==> src/rtl/i2c_ah_pkg.sv <==
package i2c_ah_pkg;
  typedef enum logic [1:0] {
    BS_UNKNOWN = 2'd0,
    BS_IDLE    = 2'd1,
    BS_OWNER   = 2'd2,
    BS_BUSY    = 2'd3
  } bus_state_e;

  typedef enum logic [3:0] {
    E_IDLE, E_START, E_BIT_LO, E_BIT_HI, E_ACK_LO, E_ACK_HI,
    E_HOLD, E_PRE_LO, E_PRE_HI, E_RS_LO, E_RS_HI
  } eng_st_e;
endpackage

==> src/rtl/i2c_ah_tick.sv <==
module i2c_ah_tick #(
  parameter int unsigned DIV_W = 8
) (
  input  logic             clk_i,
  input  logic             rst_ni,
  input  logic             run_i,
  input  logic [DIV_W-1:0] div_i,
  output logic             tick_o
);
  logic [DIV_W-1:0] cnt_q;

  assign tick_o = run_i && (cnt_q == div_i);

  always_ff @(posedge clk_i or negedge rst_ni) begin
    if (!rst_ni)                cnt_q <= '0;
    else if (!run_i || tick_o)  cnt_q <= '0;
    else                        cnt_q <= cnt_q + 1'b1;
  end
endmodule

==> src/rtl/i2c_ah_mon.sv <==
module i2c_ah_mon #(
  parameter int unsigned SYNC = 2
) (
  input  logic clk_i,
  input  logic rst_ni,
  input  logic scl_i,
  input  logic sda_i,
  output logic sda_s_o,
  output logic start_o,
  output logic stop_o
);
  logic [SYNC-1:0] scl_ff, sda_ff;
  logic scl_p, sda_p, scl_s;

  for (genvar g = 0; g < SYNC; g++) begin : g_sync
    if (g == 0) begin : g_first
      always_ff @(posedge clk_i or negedge rst_ni) begin
        if (!rst_ni) begin scl_ff[0] <= 1'b1; sda_ff[0] <= 1'b1; end
        else         begin scl_ff[0] <= scl_i; sda_ff[0] <= sda_i; end
      end
    end else begin : g_next
      always_ff @(posedge clk_i or negedge rst_ni) begin
        if (!rst_ni) begin scl_ff[g] <= 1'b1; sda_ff[g] <= 1'b1; end
        else         begin scl_ff[g] <= scl_ff[g-1]; sda_ff[g] <= sda_ff[g-1]; end
      end
    end
  end

  assign scl_s   = scl_ff[SYNC-1];
  assign sda_s_o = sda_ff[SYNC-1];

  always_ff @(posedge clk_i or negedge rst_ni) begin
    if (!rst_ni) begin scl_p <= 1'b1; sda_p <= 1'b1; end
    else         begin scl_p <= scl_s; sda_p <= sda_s_o; end
  end

  // SDA edge while SCL stays high
  assign start_o = scl_s && scl_p && sda_p && !sda_s_o;
  assign stop_o  = scl_s && scl_p && !sda_p && sda_s_o;
endmodule

==> src/rtl/i2c_ah_engine.sv <==
module i2c_ah_engine
  import i2c_ah_pkg::*;
#(
  parameter int unsigned AW = 8
) (
  input  logic          clk_i,
  input  logic          rst_ni,
  input  logic          go_i,
  input  logic          ack_pre_i,
  input  logic          ack_bit_i,
  input  logic          release_i,
  input  logic          tick_i,
  input  logic          sda_s_i,
  input  logic [AW-1:0] addr_i,
  output logic          run_o,
  output logic          done_o,
  output logic          nack_o,
  output logic          arb_o,
  output logic          scl_oe_o,
  output logic          sda_oe_o
);
  localparam int unsigned BW = $clog2(AW);

  eng_st_e       st_q, st_d;
  logic [BW-1:0] bit_q, bit_d;
  logic [AW-1:0] sh_q;
  logic          ackb_q, sda_q, drv;
  logic          load;

  assign load  = go_i && (st_q == E_IDLE || st_q == E_HOLD) && !release_i;
  assign run_o = (st_q != E_IDLE) && (st_q != E_HOLD);

  always_comb begin
    st_d   = st_q;
    bit_d  = bit_q;
    done_o = 1'b0;
    nack_o = 1'b0;
    arb_o  = 1'b0;
    if (release_i) begin
      st_d = E_IDLE;
    end else begin
      unique case (st_q)
        E_IDLE:   if (go_i) st_d = E_START;
        E_HOLD:   if (go_i) st_d = ack_pre_i ? E_PRE_LO : E_RS_LO;
        E_PRE_LO: if (tick_i) st_d = E_PRE_HI;
        E_PRE_HI: if (tick_i) st_d = E_RS_LO;
        E_RS_LO:  if (tick_i) st_d = E_RS_HI;
        E_RS_HI:  if (tick_i) st_d = E_START;
        E_START:  if (tick_i) begin st_d = E_BIT_LO; bit_d = BW'(AW-1); end
        E_BIT_LO: if (tick_i) st_d = E_BIT_HI;
        E_BIT_HI: if (tick_i) begin
          if (sh_q[bit_q] && !sda_s_i) begin
            arb_o = 1'b1;
            st_d  = E_IDLE;
          end else if (bit_q == '0) begin
            st_d = E_ACK_LO;
          end else begin
            bit_d = bit_q - 1'b1;
            st_d  = E_BIT_LO;
          end
        end
        E_ACK_LO: if (tick_i) st_d = E_ACK_HI;
        E_ACK_HI: if (tick_i) begin
          done_o = 1'b1;
          nack_o = sda_s_i;
          st_d   = E_HOLD;
        end
        default:  st_d = E_IDLE;
      endcase
    end
  end

  always_comb begin
    unique case (st_q)
      E_START:            drv = 1'b1;
      E_BIT_LO, E_BIT_HI: drv = ~sh_q[bit_q];
      E_PRE_LO, E_PRE_HI: drv = ~ackb_q;
      default:            drv = 1'b0;
    endcase
  end

  assign scl_oe_o = (st_q == E_HOLD) || (st_q == E_PRE_LO) || (st_q == E_RS_LO) ||
                    (st_q == E_BIT_LO) || (st_q == E_ACK_LO);
  // one-cycle lag keeps SDA moves inside the SCL low half
  assign sda_oe_o = sda_q;

  always_ff @(posedge clk_i or negedge rst_ni) begin
    if (!rst_ni) begin
      st_q   <= E_IDLE;
      bit_q  <= '0;
      sh_q   <= '0;
      ackb_q <= 1'b0;
      sda_q  <= 1'b0;
    end else begin
      st_q  <= st_d;
      bit_q <= bit_d;
      sda_q <= drv;
      if (load) begin
        sh_q   <= addr_i;
        ackb_q <= ack_bit_i;
      end
    end
  end

  AST_SDA_STEADY_HIGH: assert property (@(posedge clk_i) disable iff (!rst_ni)
    (st_q == E_BIT_HI && $past(st_q) == E_BIT_HI) |-> $stable(sda_oe_o));

  AST_ARB_FREES_LINES: assert property (@(posedge clk_i) disable iff (!rst_ni)
    (arb_o && !release_i) |=> (!scl_oe_o && !sda_oe_o));
endmodule

==> src/rtl/i2c_addr_host.sv <==
module i2c_addr_host
  import i2c_ah_pkg::*;
#(
  parameter int unsigned AW    = 8,
  parameter int unsigned DIV_W = 8,
  parameter int unsigned SYNC  = 2
) (
  input  logic             clk_i,
  input  logic             rst_ni,
  input  logic             addr_we_i,
  input  logic [AW-1:0]    addr_wdata_i,
  input  logic             force_idle_i,
  input  logic             ack_bit_i,
  input  logic [DIV_W-1:0] clk_div_i,
  input  logic             scl_i,
  input  logic             sda_i,
  output logic [AW-1:0]    addr_o,
  output logic [1:0]       bus_state_o,
  output logic             host_flag_o,
  output logic             bus_err_o,
  output logic             arb_lost_o,
  output logic             rx_nack_o,
  output logic             clk_hold_o,
  output logic             scl_oe_o,
  output logic             sda_oe_o
);
  bus_state_e  bs_q, bs_d;
  logic [AW-1:0] addr_q, addr_nx;
  logic host_q, err_q, arb_q, nack_q, hold_q, last_rd_q, pend_q;
  logic wr_unk, wr_idle, wr_busy, wr_own, accept, launch, go;
  logic run, tick, done, nack, arb, sda_s, start_det, stop_det;

  assign wr_unk  = addr_we_i && bs_q == BS_UNKNOWN;
  assign wr_idle = addr_we_i && bs_q == BS_IDLE;
  assign wr_busy = addr_we_i && bs_q == BS_BUSY;
  assign wr_own  = addr_we_i && bs_q == BS_OWNER && host_q && !run;
  assign accept  = wr_unk || wr_idle || wr_busy || wr_own;
  assign launch  = pend_q && bs_q == BS_IDLE;
  assign go      = (wr_idle || wr_own || launch) && !force_idle_i;
  assign addr_nx = accept ? addr_wdata_i : addr_q;

  i2c_ah_mon #(.SYNC(SYNC)) i_mon (
    .clk_i, .rst_ni, .scl_i, .sda_i,
    .sda_s_o(sda_s), .start_o(start_det), .stop_o(stop_det)
  );

  i2c_ah_tick #(.DIV_W(DIV_W)) i_tick (
    .clk_i, .rst_ni, .run_i(run), .div_i(clk_div_i), .tick_o(tick)
  );

  i2c_ah_engine #(.AW(AW)) i_eng (
    .clk_i, .rst_ni, .go_i(go), .ack_pre_i(last_rd_q), .ack_bit_i,
    .release_i(force_idle_i), .tick_i(tick), .sda_s_i(sda_s), .addr_i(addr_nx),
    .run_o(run), .done_o(done), .nack_o(nack), .arb_o(arb),
    .scl_oe_o, .sda_oe_o
  );

  always_comb begin
    bs_d = bs_q;
    if (force_idle_i)                        bs_d = BS_IDLE;
    else if (arb)                            bs_d = BS_BUSY;
    else if (go)                             bs_d = BS_OWNER;
    else if (stop_det)                       bs_d = BS_IDLE;
    else if (start_det && bs_q != BS_OWNER)  bs_d = BS_BUSY;
  end

  always_ff @(posedge clk_i or negedge rst_ni) begin
    if (!rst_ni) begin
      bs_q      <= BS_UNKNOWN;
      addr_q    <= '0;
      host_q    <= 1'b0;
      err_q     <= 1'b0;
      arb_q     <= 1'b0;
      nack_q    <= 1'b0;
      hold_q    <= 1'b0;
      last_rd_q <= 1'b0;
      pend_q    <= 1'b0;
    end else begin
      bs_q   <= bs_d;
      addr_q <= addr_nx;
      if (accept) begin
        host_q <= wr_unk;
        err_q  <= wr_unk;
        arb_q  <= 1'b0;
        nack_q <= 1'b0;
        hold_q <= 1'b0;
      end else begin
        if (done || arb) host_q <= 1'b1;
        if (arb)         arb_q  <= 1'b1;
        if (done)        nack_q <= nack;
        if (force_idle_i || arb) hold_q <= 1'b0;
        else if (done)           hold_q <= 1'b1;
      end
      if (done) last_rd_q <= addr_q[0];
      if (go)           pend_q <= 1'b0;
      else if (wr_busy) pend_q <= 1'b1;
    end
  end

  assign addr_o      = addr_q;
  assign bus_state_o = bs_q;
  assign host_flag_o = host_q;
  assign bus_err_o   = err_q;
  assign arb_lost_o  = arb_q;
  assign rx_nack_o   = nack_q;
  assign clk_hold_o  = hold_q;

  AST_UNKNOWN_WRITE_ERR: assert property (@(posedge clk_i) disable iff (!rst_ni)
    (addr_we_i && bs_q == BS_UNKNOWN && !force_idle_i) |=>
      (bus_err_o && host_flag_o && !scl_oe_o));

  AST_WRITE_CLEARS_ARB: assert property (@(posedge clk_i) disable iff (!rst_ni)
    accept |=> (!arb_lost_o && !rx_nack_o));

  AST_REJECT_KEEPS_ADDR: assert property (@(posedge clk_i) disable iff (!rst_ni)
    (addr_we_i && bs_q == BS_OWNER && !host_flag_o) |=> $stable(addr_o));

  AST_HOLD_PULLS_SCL: assert property (@(posedge clk_i) disable iff (!rst_ni)
    clk_hold_o |-> scl_oe_o);

  AST_ARB_MARKS_BUSY: assert property (@(posedge clk_i) disable iff (!rst_ni)
    (arb && !force_idle_i) |=> (bus_state_o == 2'd3 && arb_lost_o));

  AST_PENDING_QUIET: assert property (@(posedge clk_i) disable iff (!rst_ni)
    (pend_q && bs_q == BS_BUSY && !run) |-> !scl_oe_o);
endmodule

==> config.mk <==
export PLATFORM = sky130hd
export DESIGN_NAME = i2c_addr_host
export DESIGN_NICKNAME = d
export VERILOG_FILES = /design/src/rtl/i2c_ah_pkg.sv /design/src/rtl/i2c_ah_tick.sv /design/src/rtl/i2c_ah_mon.sv /design/src/rtl/i2c_ah_engine.sv /design/src/rtl/i2c_addr_host.sv
export SDC_FILE = /design/constraint.sdc
export NUM_CORES = 1
export LEC_CHECK = 0
export BUFFER_PORTS_ARGS = -buffer_cell sky130_fd_sc_hd__buf_2
export CAP_MARGIN = 20
export CELL_PAD_IN_SITES_DETAIL_PLACEMENT = 0
export CELL_PAD_IN_SITES_GLOBAL_PLACEMENT = 1
export CORE_UTILIZATION = 29
export DETAILED_ROUTE_END_ITERATION = 7
export PLACE_DENSITY_LB_ADDON = 0.1
export SLEW_MARGIN = 10
export SYNTH_ARGS = -nofsm -noshare
export SYNTH_HDL_FRONTEND = slang
export SYNTH_SLANG_ARGS = --single-unit
==> constraint.sdc <==
create_clock -name clk_i -period 4.8 [get_ports clk_i]
set_input_delay 1.44 -clock clk_i [delete_from_list [all_inputs] [get_ports clk_i]]
set_output_delay 1.44 -clock clk_i [all_outputs]
set_load 0.02 [all_outputs]
==> results of run 1 <==
-- placed cells by master, fill, tap and decap left out, types with 4 or more instances in the layout --
cell,n
sky130_fd_sc_hd__o21ai_0,8
sky130_fd_sc_hd__inv_1,9
sky130_fd_sc_hd__a21oi_1,6
sky130_fd_sc_hd__mux2_2,19
sky130_fd_sc_hd__nand3_1,10
sky130_fd_sc_hd__o21a_1,4
sky130_fd_sc_hd__nand2_1,13
sky130_fd_sc_hd__nor2_1,22
sky130_fd_sc_hd__and3_1,4
sky130_fd_sc_hd__dfrtp_1,42
sky130_fd_sc_hd__clkbuf_8,5
sky130_fd_sc_hd__buf_2,39
sky130_fd_sc_hd__xnor2_1,4
sky130_fd_sc_hd__mux2i_1,5
sky130_fd_sc_hd__xor2_1,12
sky130_fd_sc_hd__dfstp_2,6
sky130_fd_sc_hd__nand2b_1,8
-- area by class of cell --
cell class	instances	area, sq um	share of cell area [%]
Clock inverter	2	35.0	1.20
Inverter	9	33.8	1.16
Clock buffer	6	72.6	2.49
Sequential cell	48	1210	41.5
Tap cell	105	131	4.51
Multi-Input combinational cell	167	1220	41.9
Timing Repair Buffer	41	210	7.22
-- Yosys cell counts (3+ instances only) --
cell / instances
sky130_fd_sc_hd__o31ai_1: 3
sky130_fd_sc_hd__and3_1: 4
sky130_fd_sc_hd__o21ai_0: 8
sky130_fd_sc_hd__a31oi_1: 3
sky130_fd_sc_hd__o21a_1: 4
sky130_fd_sc_hd__nand3_1: 10
sky130_fd_sc_hd__dfrtp_1: 42
sky130_fd_sc_hd__nor4_1: 3
sky130_fd_sc_hd__inv_1: 9
sky130_fd_sc_hd__ha_1: 3
sky130_fd_sc_hd__mux2i_1: 5
sky130_fd_sc_hd__a21oi_1: 6
sky130_fd_sc_hd__mux2_2: 19
sky130_fd_sc_hd__nand2b_1: 8
sky130_fd_sc_hd__buf_2: 4
sky130_fd_sc_hd__xor2_1: 12
sky130_fd_sc_hd__nand2_1: 13
sky130_fd_sc_hd__nor2b_1: 3
sky130_fd_sc_hd__o41ai_1: 3
sky130_fd_sc_hd__dfstp_2: 6
sky130_fd_sc_hd__nor2_1: 22
sky130_fd_sc_hd__xnor2_1: 4
sky130_fd_sc_hd__clkbuf_1: 4
-- cell families (layout without fill, tap and decap cells) --
group	after synthesis	after routing	share of synthesized area [%]
fa+ha+maj	3	3	1.50
flops	48	48	48.4
xor+xnor	16	16	5.61
simple gates	79	79	17.8
buf+inv	17	58	2.76
mux	26	26	11.9
compound gates	43	43	12.0
-- power by group through the flow --
stage | logic [mW] | clock network [mW] | registers, mW
detailed placement | 0.424 | 0 | 0.568
global route | 0.465 | 0.324 | 0.578
global placement | 0.424 | 0 | 0.568
CTS | 0.425 | 0.310 | 0.561
floorplan | 0.301 | 0 | 0.557
finish | 0.419 | 0.293 | 0.559
-- flip-flops by register name, summed over array words and instances (netlist names) --
register / count
pend_q: 1
bus_err_o: 1
i_eng.st_q: 4
i_mon.sda_p: 1
clk_hold_o: 1
addr_o: 8
last_rd_q: 1
i_mon.scl_s: 1
i_eng.sda_oe_o: 1
i_tick.cnt_q: 8
i_eng.bit_q: 3
arb_lost_o: 1
i_mon.sda_ff: 1
i_mon.sda_s_o: 1
host_flag_o: 1
i_mon.scl_ff: 1
rx_nack_o: 1
i_eng.sh_q: 8
i_mon.scl_p: 1
i_eng.ackb_q: 1
bus_state_o: 2
-- per-layer routing --
layer	share of wire, %	track usage (%)	up-vias
met1	51	20.3	912
li1	-	-	908
met3	2.9	2.90	5
met4	0.81	3.79	0
met2	46	22.5	33
met5	0	0	-
-- per-stage QoR --
stage	setup WS [ps]	util, %
3_5_place_dp	1440	33.9
3_3_place_gp	1480	33.9
2_1_floorplan	1800	-
6_report	1700	35.2
4_1_cts	1700	35.2
5_1_grt	1560	35.2
-- worst paths after layout --
| check | start | endpoint | slack (ps) | cells after the start |
|---|---|---|---|---|
| hold reg to reg | i_mon.sda_ff[0]$_DFF_PN1_ | i_mon.sda_s_o$_DFF_PN1_ | 360 | 0 |
| max in group asynchronous | rst_ni | i_mon.sda_p$_DFF_PN1_ | 2880 | 2 |
| setup reg to reg | i_eng.st_q[2]$_DFFE_PN0P_ | i_eng.sh_q[5]$_DFFE_PN0P_ | 2480 | 4 |
| hold / removal | i_mon.sda_ff[0]$_DFF_PN1_ | i_mon.sda_s_o$_DFF_PN1_ | 360 | 0 |
| min in group asynchronous | rst_ni | i_tick.cnt_q[2]$_DFF_PN0_ | 1110 | 1 |
| setup / recovery | i_eng.st_q[2]$_DFFE_PN0P_ | scl_oe_o | 1700 | 4 |
==> metrics.md, run 1 <==
| Metric | Value |
|---|---|
| Synth top area share | 42.1% |
| Ratio of routed vias to standard cells | 4.92 |
| Top delay family on crit path | flip-flops |
| Static leakage | 1.26 nW |
| Number of synthesized flops with an enable pin | 0 |
| Total routing usage reported by global routing | 14.5% |
| CP required | 3360 ps |
| Tightest Pin Transition | 874 ps |
| Filler cell count | 855 |
| Post-CTS Setup Repair Bufs | 0 |
| CTS tree | yes |
| Clock power share | 23.1% |
| Count of routing violations after the opening detailed-route iteration | 53 |
| Total of warnings raised by yosys | 0 |
| Data arrival time of the critical path | 1660 ps |
| Max-slew violation count | 0 |
| Number of search-and-repair iterations in the first detailed-routing pass | 4 |
| Count of input and output buffers | 39 |
| Worst-skew pair later-pin latency | 300 ps |
| Total power | 1.27 mW |
| RePlAce Congestion | 0.775 |
| Average cell area after synthesis | 10.8 sq um |
| Register bit count reported by yosys | 48 |
| Core Footprint | 8260 sq um |
| Via count | 1858 |
| Final Hold Fails | 0 |
| Net switching share of the total power | 35.5% |
| Count of boundary I/O pins | 40 |
| Maximum clock frequency | 322 MHz |
| Final critical-path required period | 3100 ps |
| Cells after synthesis | 232 |
| Element type at the critical path end | output pin |
| Share of the clock period used by the worst path | 64.6% |
| Number of antenna violations at the first check in global routing | 0 |
| Switching power summed over all nets | 451 uW |
| Total wire length | 5820 um |
| Cell count after placement | 370 |
| H-tree depth reported by CTS | 2 |
| Critical-path top delay cell | sky130_fd_sc_hd__dfrtp_1 |
| Internal portion of total power | 820 uW |
| Outcome | finished, final reports clean |
| Post-route standard cell area excluding fillers | 2910 sq um |
| Number of sinks driven by the clock tree | 48 |
| Non-filler cells in the finished layout | 378 |
| Number of distinct standard cells referenced by the synthesized netlist | 49 |
| Power Dens Cells | 437 nW/um^2 |
| Flop pwr share | 44.0% |
| Share of the yosys chip area belonging to registers | 48.4% |
| Rows | 33 |
| Worst IR drop on VDD | 0.000155 V |
| Cell type contributing the most total cell area after synthesis | sky130_fd_sc_hd__dfrtp_1 |
| Fraction of power consumed by combinational cells | 32.9% |
| Worst slew margin | 41.4% |
| Worst Setup Path Type | register to output pin |
| Worst-path maximum fanout | 15 |
| Number of global-route vias before repair | 1850 |
| Setup repair after global routing missed its margin | false |
| Initial Util | 30.2% |
| Die Footprint | 8980 sq um |
| Residual DRC count | 0 |
| Final number of setup-violating endpoints | 0 |
| Post-CTS Hold Fix Bufs | 0 |
| Overflow left after global routing | 0 |
| Critical path cell sequence | nor2_1, nand2_1, a21oi_1, buf_2 |
| Signed area change from the synthesized netlist to the final layout | 16.6% |
| Number of buffer and inverter instances along the worst setup path | 1 |
| Biggest area contributors in the synthesized netlist | sky130_fd_sc_hd__dfrtp_1, sky130_fd_sc_hd__mux2_2, sky130_fd_sc_hd__dfstp_2 |
| HPWL reported at the end of detailed placement | 4220 um |
| Antenna viol nets, final | 0 |
| Dpl cell area | 2800 sq um |
| Antenna Cells | 0 |
| Worst min-delay path class | register to register |
| Final worst hold slack | 359 ps |
| Pin count of the biggest net entering global routing | 28 |
| Post-Synthesis Net Count | 258 |
| Fraction of layout instances using a drive strength above 1 | 30.0% |
| Clock input transition at the sequential cells of the worst setup and hold paths | 90 ps |
| Number of clock buffers inserted by TritonCTS | 5 |
| Number of buffers on the longest clock path | 2 |
| Width of the die | 94.8 um |
| Y dimension of the die | 94.8 um |
| Most frequently used flop master after synthesis | sky130_fd_sc_hd__dfrtp_1 |
| Global-route wire length before repair | 9740 um |
| Clk_skew | 4.86 ps |
| Critical path's largest stage delay | 570 ps |
| Setup Total Neg Slack | 0 ps |
| Average detailed-routed wire length per instance | 15.4 um |
| Cell area after synthesis | 2500 sq um |
| Cell at the root of the clock tree | sky130_fd_sc_hd__clkbuf_8 |
| NumNets Final | 298 |
| Critical Path Source Type | register |
| Number of violations of the max-capacitance limit | 0 |
| Proportion of register bits with asynchronous set or reset after synthesis | 100% |
| Number of gates resized after CTS | 0 |
Power figures use the tool's default switching activity.
==> run 2: changes to the inputs <==
==> constraint.sdc (replaced) <==
create_clock -name clk_i -period 2.8 [get_ports clk_i]
set_input_delay 0.84 -clock clk_i [delete_from_list [all_inputs] [get_ports clk_i]]
set_output_delay 0.84 -clock clk_i [all_outputs]
set_load 0.02 [all_outputs]
==> run 2 against run 1 <==
  * Critical path type unchanged
  * Sequential share of layout area grew 0.054 points
  * Global-route usage is essentially flat
  * Worst setup slack lost 1400 ps
  * Critical endpoint unchanged
  * Cell count grew 0.26%
  * Design area shrank 0.13%
  * Register-to-register slack lost 2000 ps
  * Die area is the same
  * Critical path depth is the same
  * Sequential power grew 71%
  * Count of clock-buffer cells in the layout is the same
==> metrics.md, run 2 (same netlist as run 1, synthesis figures left out) <==
| Metric | Value |
|---|---|
| Outcome | finished, final reports clean (unchanged) |
| Number of antenna violations at the first check in global routing | 0 (unchanged) |
| Worst Setup Path Type | register to output pin (unchanged) |
| Y dimension of the die | 94.8 um (unchanged) |
| Fraction of layout instances using a drive strength above 1 | 30.7% (was 30.0%) |
| Power Dens Cells | 731 nW/um^2 (was 437 nW/um^2) |
| Worst min-delay path class | register to register (unchanged) |
| H-tree depth reported by CTS | 2 (unchanged) |
| Pin count of the biggest net entering global routing | 49 (was 28) |
| Core Footprint | 8260 sq um (unchanged) |
| Leading cell type in the layout, fill and taps excluded | sky130_fd_sc_hd__dfrtp_1 (unchanged) |
| Number of gates resized after CTS | 0 (unchanged) |
| Worst-skew pair later-pin latency | 300 ps (about the same) |
| Final Hold Fails | 0 (unchanged) |
| CP required | 1960 ps (was 3360 ps) |
| Number of violations of the max-capacitance limit | 0 (unchanged) |
| Number of sinks driven by the clock tree | 48 (unchanged) |
| Count of boundary I/O pins | 40 (unchanged) |
| Share of the clock period used by the worst path | 89.1% |
| Clock power share | 21.3% (was 23.1%) |
| Worst slew margin | 40.3% (was 41.4%) |
| Signed area change from the synthesized netlist to the final layout | 16.4% (was 16.6%) |
| Setup Total Neg Slack | 0 ps (unchanged) |
| Count of routing violations after the opening detailed-route iteration | 107 (was 53) |
| Final worst hold slack | 360 ps (was 359 ps) |
| Setup repair after global routing missed its margin | false (unchanged) |
| Antenna Cells | 0 (unchanged) |
| Depth of the worst hold-timing path | 0 (unchanged) |
| Total routing usage reported by global routing | 14.4% (was 14.5%) |
| Worst-path maximum fanout | 15 (unchanged) |
| Clock input transition at the sequential cells of the worst setup and hold paths | 90 ps (about the same) |
| Worst IR drop on VDD | 0.000233 V (was 0.000155 V) |
| Tightest Pin Transition | 891 ps (was 874 ps) |
| Fraction of power consumed by combinational cells | 33.7% (was 32.9%) |
| Rows | 33 (unchanged) |
| Length in cells of the worst reg-to-reg path | 4 (unchanged) |
| Critical Path Source Type | register (unchanged) |
| Net switching share of the total power | 36.8% (was 35.5%) |
| Number of buffers on the longest clock path | 2 (unchanged) |
| Post-Place Setup Slack | 76.9 ps (was 1440 ps) |
| Ratio of routed vias to standard cells | 4.91 (was 4.92) |
| Initial Util | 30.2% (unchanged) |
| Number of search-and-repair iterations in the first detailed-routing pass | 4 (unchanged) |
| Maximum clock frequency | 401 MHz |
| Switching power summed over all nets | 783 uW (was 451 uW) |
| Overflow left after global routing | 0 (unchanged) |
| Most used cells in the layout excluding fill and tap cells | sky130_fd_sc_hd__dfrtp_1, sky130_fd_sc_hd__buf_2, sky130_fd_sc_hd__nor2_1, sky130_fd_sc_hd__mux2_2, sky130_fd_sc_hd__nand2_1 (unchanged) |
| Die Footprint | 8980 sq um (unchanged) |
| NumNets Final | 299 (was 298) |
| Element type at the critical path end | output pin (unchanged) |
| Total wire length | 5770 um (was 5820 um) |
| Final core utilization | 35.2% (about the same) |
| Final number of setup-violating endpoints | 0 (unchanged) |
| Final critical-path required period | 2500 ps |
| Worst Setup Slack, final | 305 ps (was 1700 ps) |
| Via count | 1862 (was 1858) |
| Static leakage | 1.26 nW (about the same) |
| Global-route wire length before repair | 9670 um (was 9740 um) |
| CTS tree | yes (unchanged) |
| Width of the die | 94.8 um (unchanged) |
| RePlAce Congestion | 0.841 (was 0.775) |
| Residual DRC count | 0 (unchanged) |
| Data arrival time of the critical path | 1660 ps (about the same) |
| Count of input and output buffers | 39 (unchanged) |
| HPWL reported at the end of detailed placement | 4100 um (was 4220 um) |
| Post-CTS Setup Repair Bufs | 0 (unchanged) |
| Clk_skew | 6.03 ps (was 4.86 ps) |
| Number of global-route vias before repair | 1907 (was 1850) |
| Antenna viol nets, final | 0 (unchanged) |
| Flop pwr share | 45.0% (was 44.0%) |
| Max-slew violation count | 0 (unchanged) |
| Total power | 2.13 mW (was 1.27 mW) |
| Internal portion of total power | 1.34 mW (was 820 uW) |
| Average detailed-routed wire length per instance | 15.2 um (was 15.4 um) |
| Cell at the root of the clock tree | sky130_fd_sc_hd__clkbuf_8 (unchanged) |
| Post-CTS Hold Fix Bufs | 0 (unchanged) |
| Number of clock buffers inserted by TritonCTS | 5 (unchanged) |
## run 2: cell count changes in the layout (fill, tap and decap cells not counted)
cell                        previous run  this run
sky130_fd_sc_hd__inv_6                 0         1
sky130_fd_sc_hd__buf_4                 2         3
sky130_fd_sc_hd__clkbuf_8              5         6
sky130_fd_sc_hd__bufinv_16             1         0
sky130_fd_sc_hd__clkbuf_1              1         0
## run 2: path summary, 6_finish.rpt
path | start | endpoint | slack (ps)
hold reg to reg | i_mon.scl_ff[0]$_DFF_PN1_ | i_mon.scl_s$_DFF_PN1_ | 360
hold / removal | i_mon.scl_ff[0]$_DFF_PN1_ | i_mon.scl_s$_DFF_PN1_ | 360
setup / recovery | i_eng.st_q[2]$_DFFE_PN0P_ | scl_oe_o | 300
max in group asynchronous | rst_ni | i_eng.st_q[3]$_DFFE_PN0P_ | 1730
min in group asynchronous | rst_ni | i_tick.cnt_q[3]$_DFF_PN0_ | 620
setup reg to reg | i_eng.st_q[2]$_DFFE_PN0P_ | i_eng.sh_q[1]$_DFFE_PN0P_ | 490
## run 2: critical path, cell delays in order (launching register included)
cell                      delay [ps]
sky130_fd_sc_hd__dfrtp_1         570
sky130_fd_sc_hd__nor2_1          270
sky130_fd_sc_hd__nand2_1         160
sky130_fd_sc_hd__a21oi_1         170
sky130_fd_sc_hd__buf_2           180
## run 2: layer usage
metal  part of all wire, %  wire length (um)  global-route usage [%]  up-vias
met5                     0                 0                       0        -
met4                   1.1                65                    3.91        0
met3                   3.9               225                    3.70        4
met2                    45              2590                    22.1       39
met1                    50              2890                    20.1      904
li1                      -                 -                       -      915
## run 2: stage by stage
| step | instances | instance area, sq um |
|---|---|---|
| 6_report | 379 | 2910 |
| 2_1_floorplan | 232 | 2500 |
| 3_5_place_dp | 371 | 2810 |
| 4_1_cts | 379 | 2910 |
| 3_3_place_gp | 371 | 2810 |
| 5_1_grt | 379 | 2910 |
## run 2: power groups by stage
stage	Combinational, mW	Sequential, mW	Clock (mW)
2_1_floorplan	0.516	0.956	0
3_3_place_gp	0.724	0.973	0
3_5_place_dp	0.723	0.972	0
4_1_cts	0.726	0.959	0.470
5_1_grt	0.803	0.985	0.501
6_report	0.716	0.956	0.453
## run 2: layout make-up
cell class / instances / area, sq um
fill: 892 / 5350
timing repair buffer: 42 / 218
multi-input combinational: 167 / 1220
clock buffer: 6 / 82.6
tap: 105 / 131
sequential: 48 / 1210
inverter: 9 / 33.8
clock inverter: 2 / 13.8
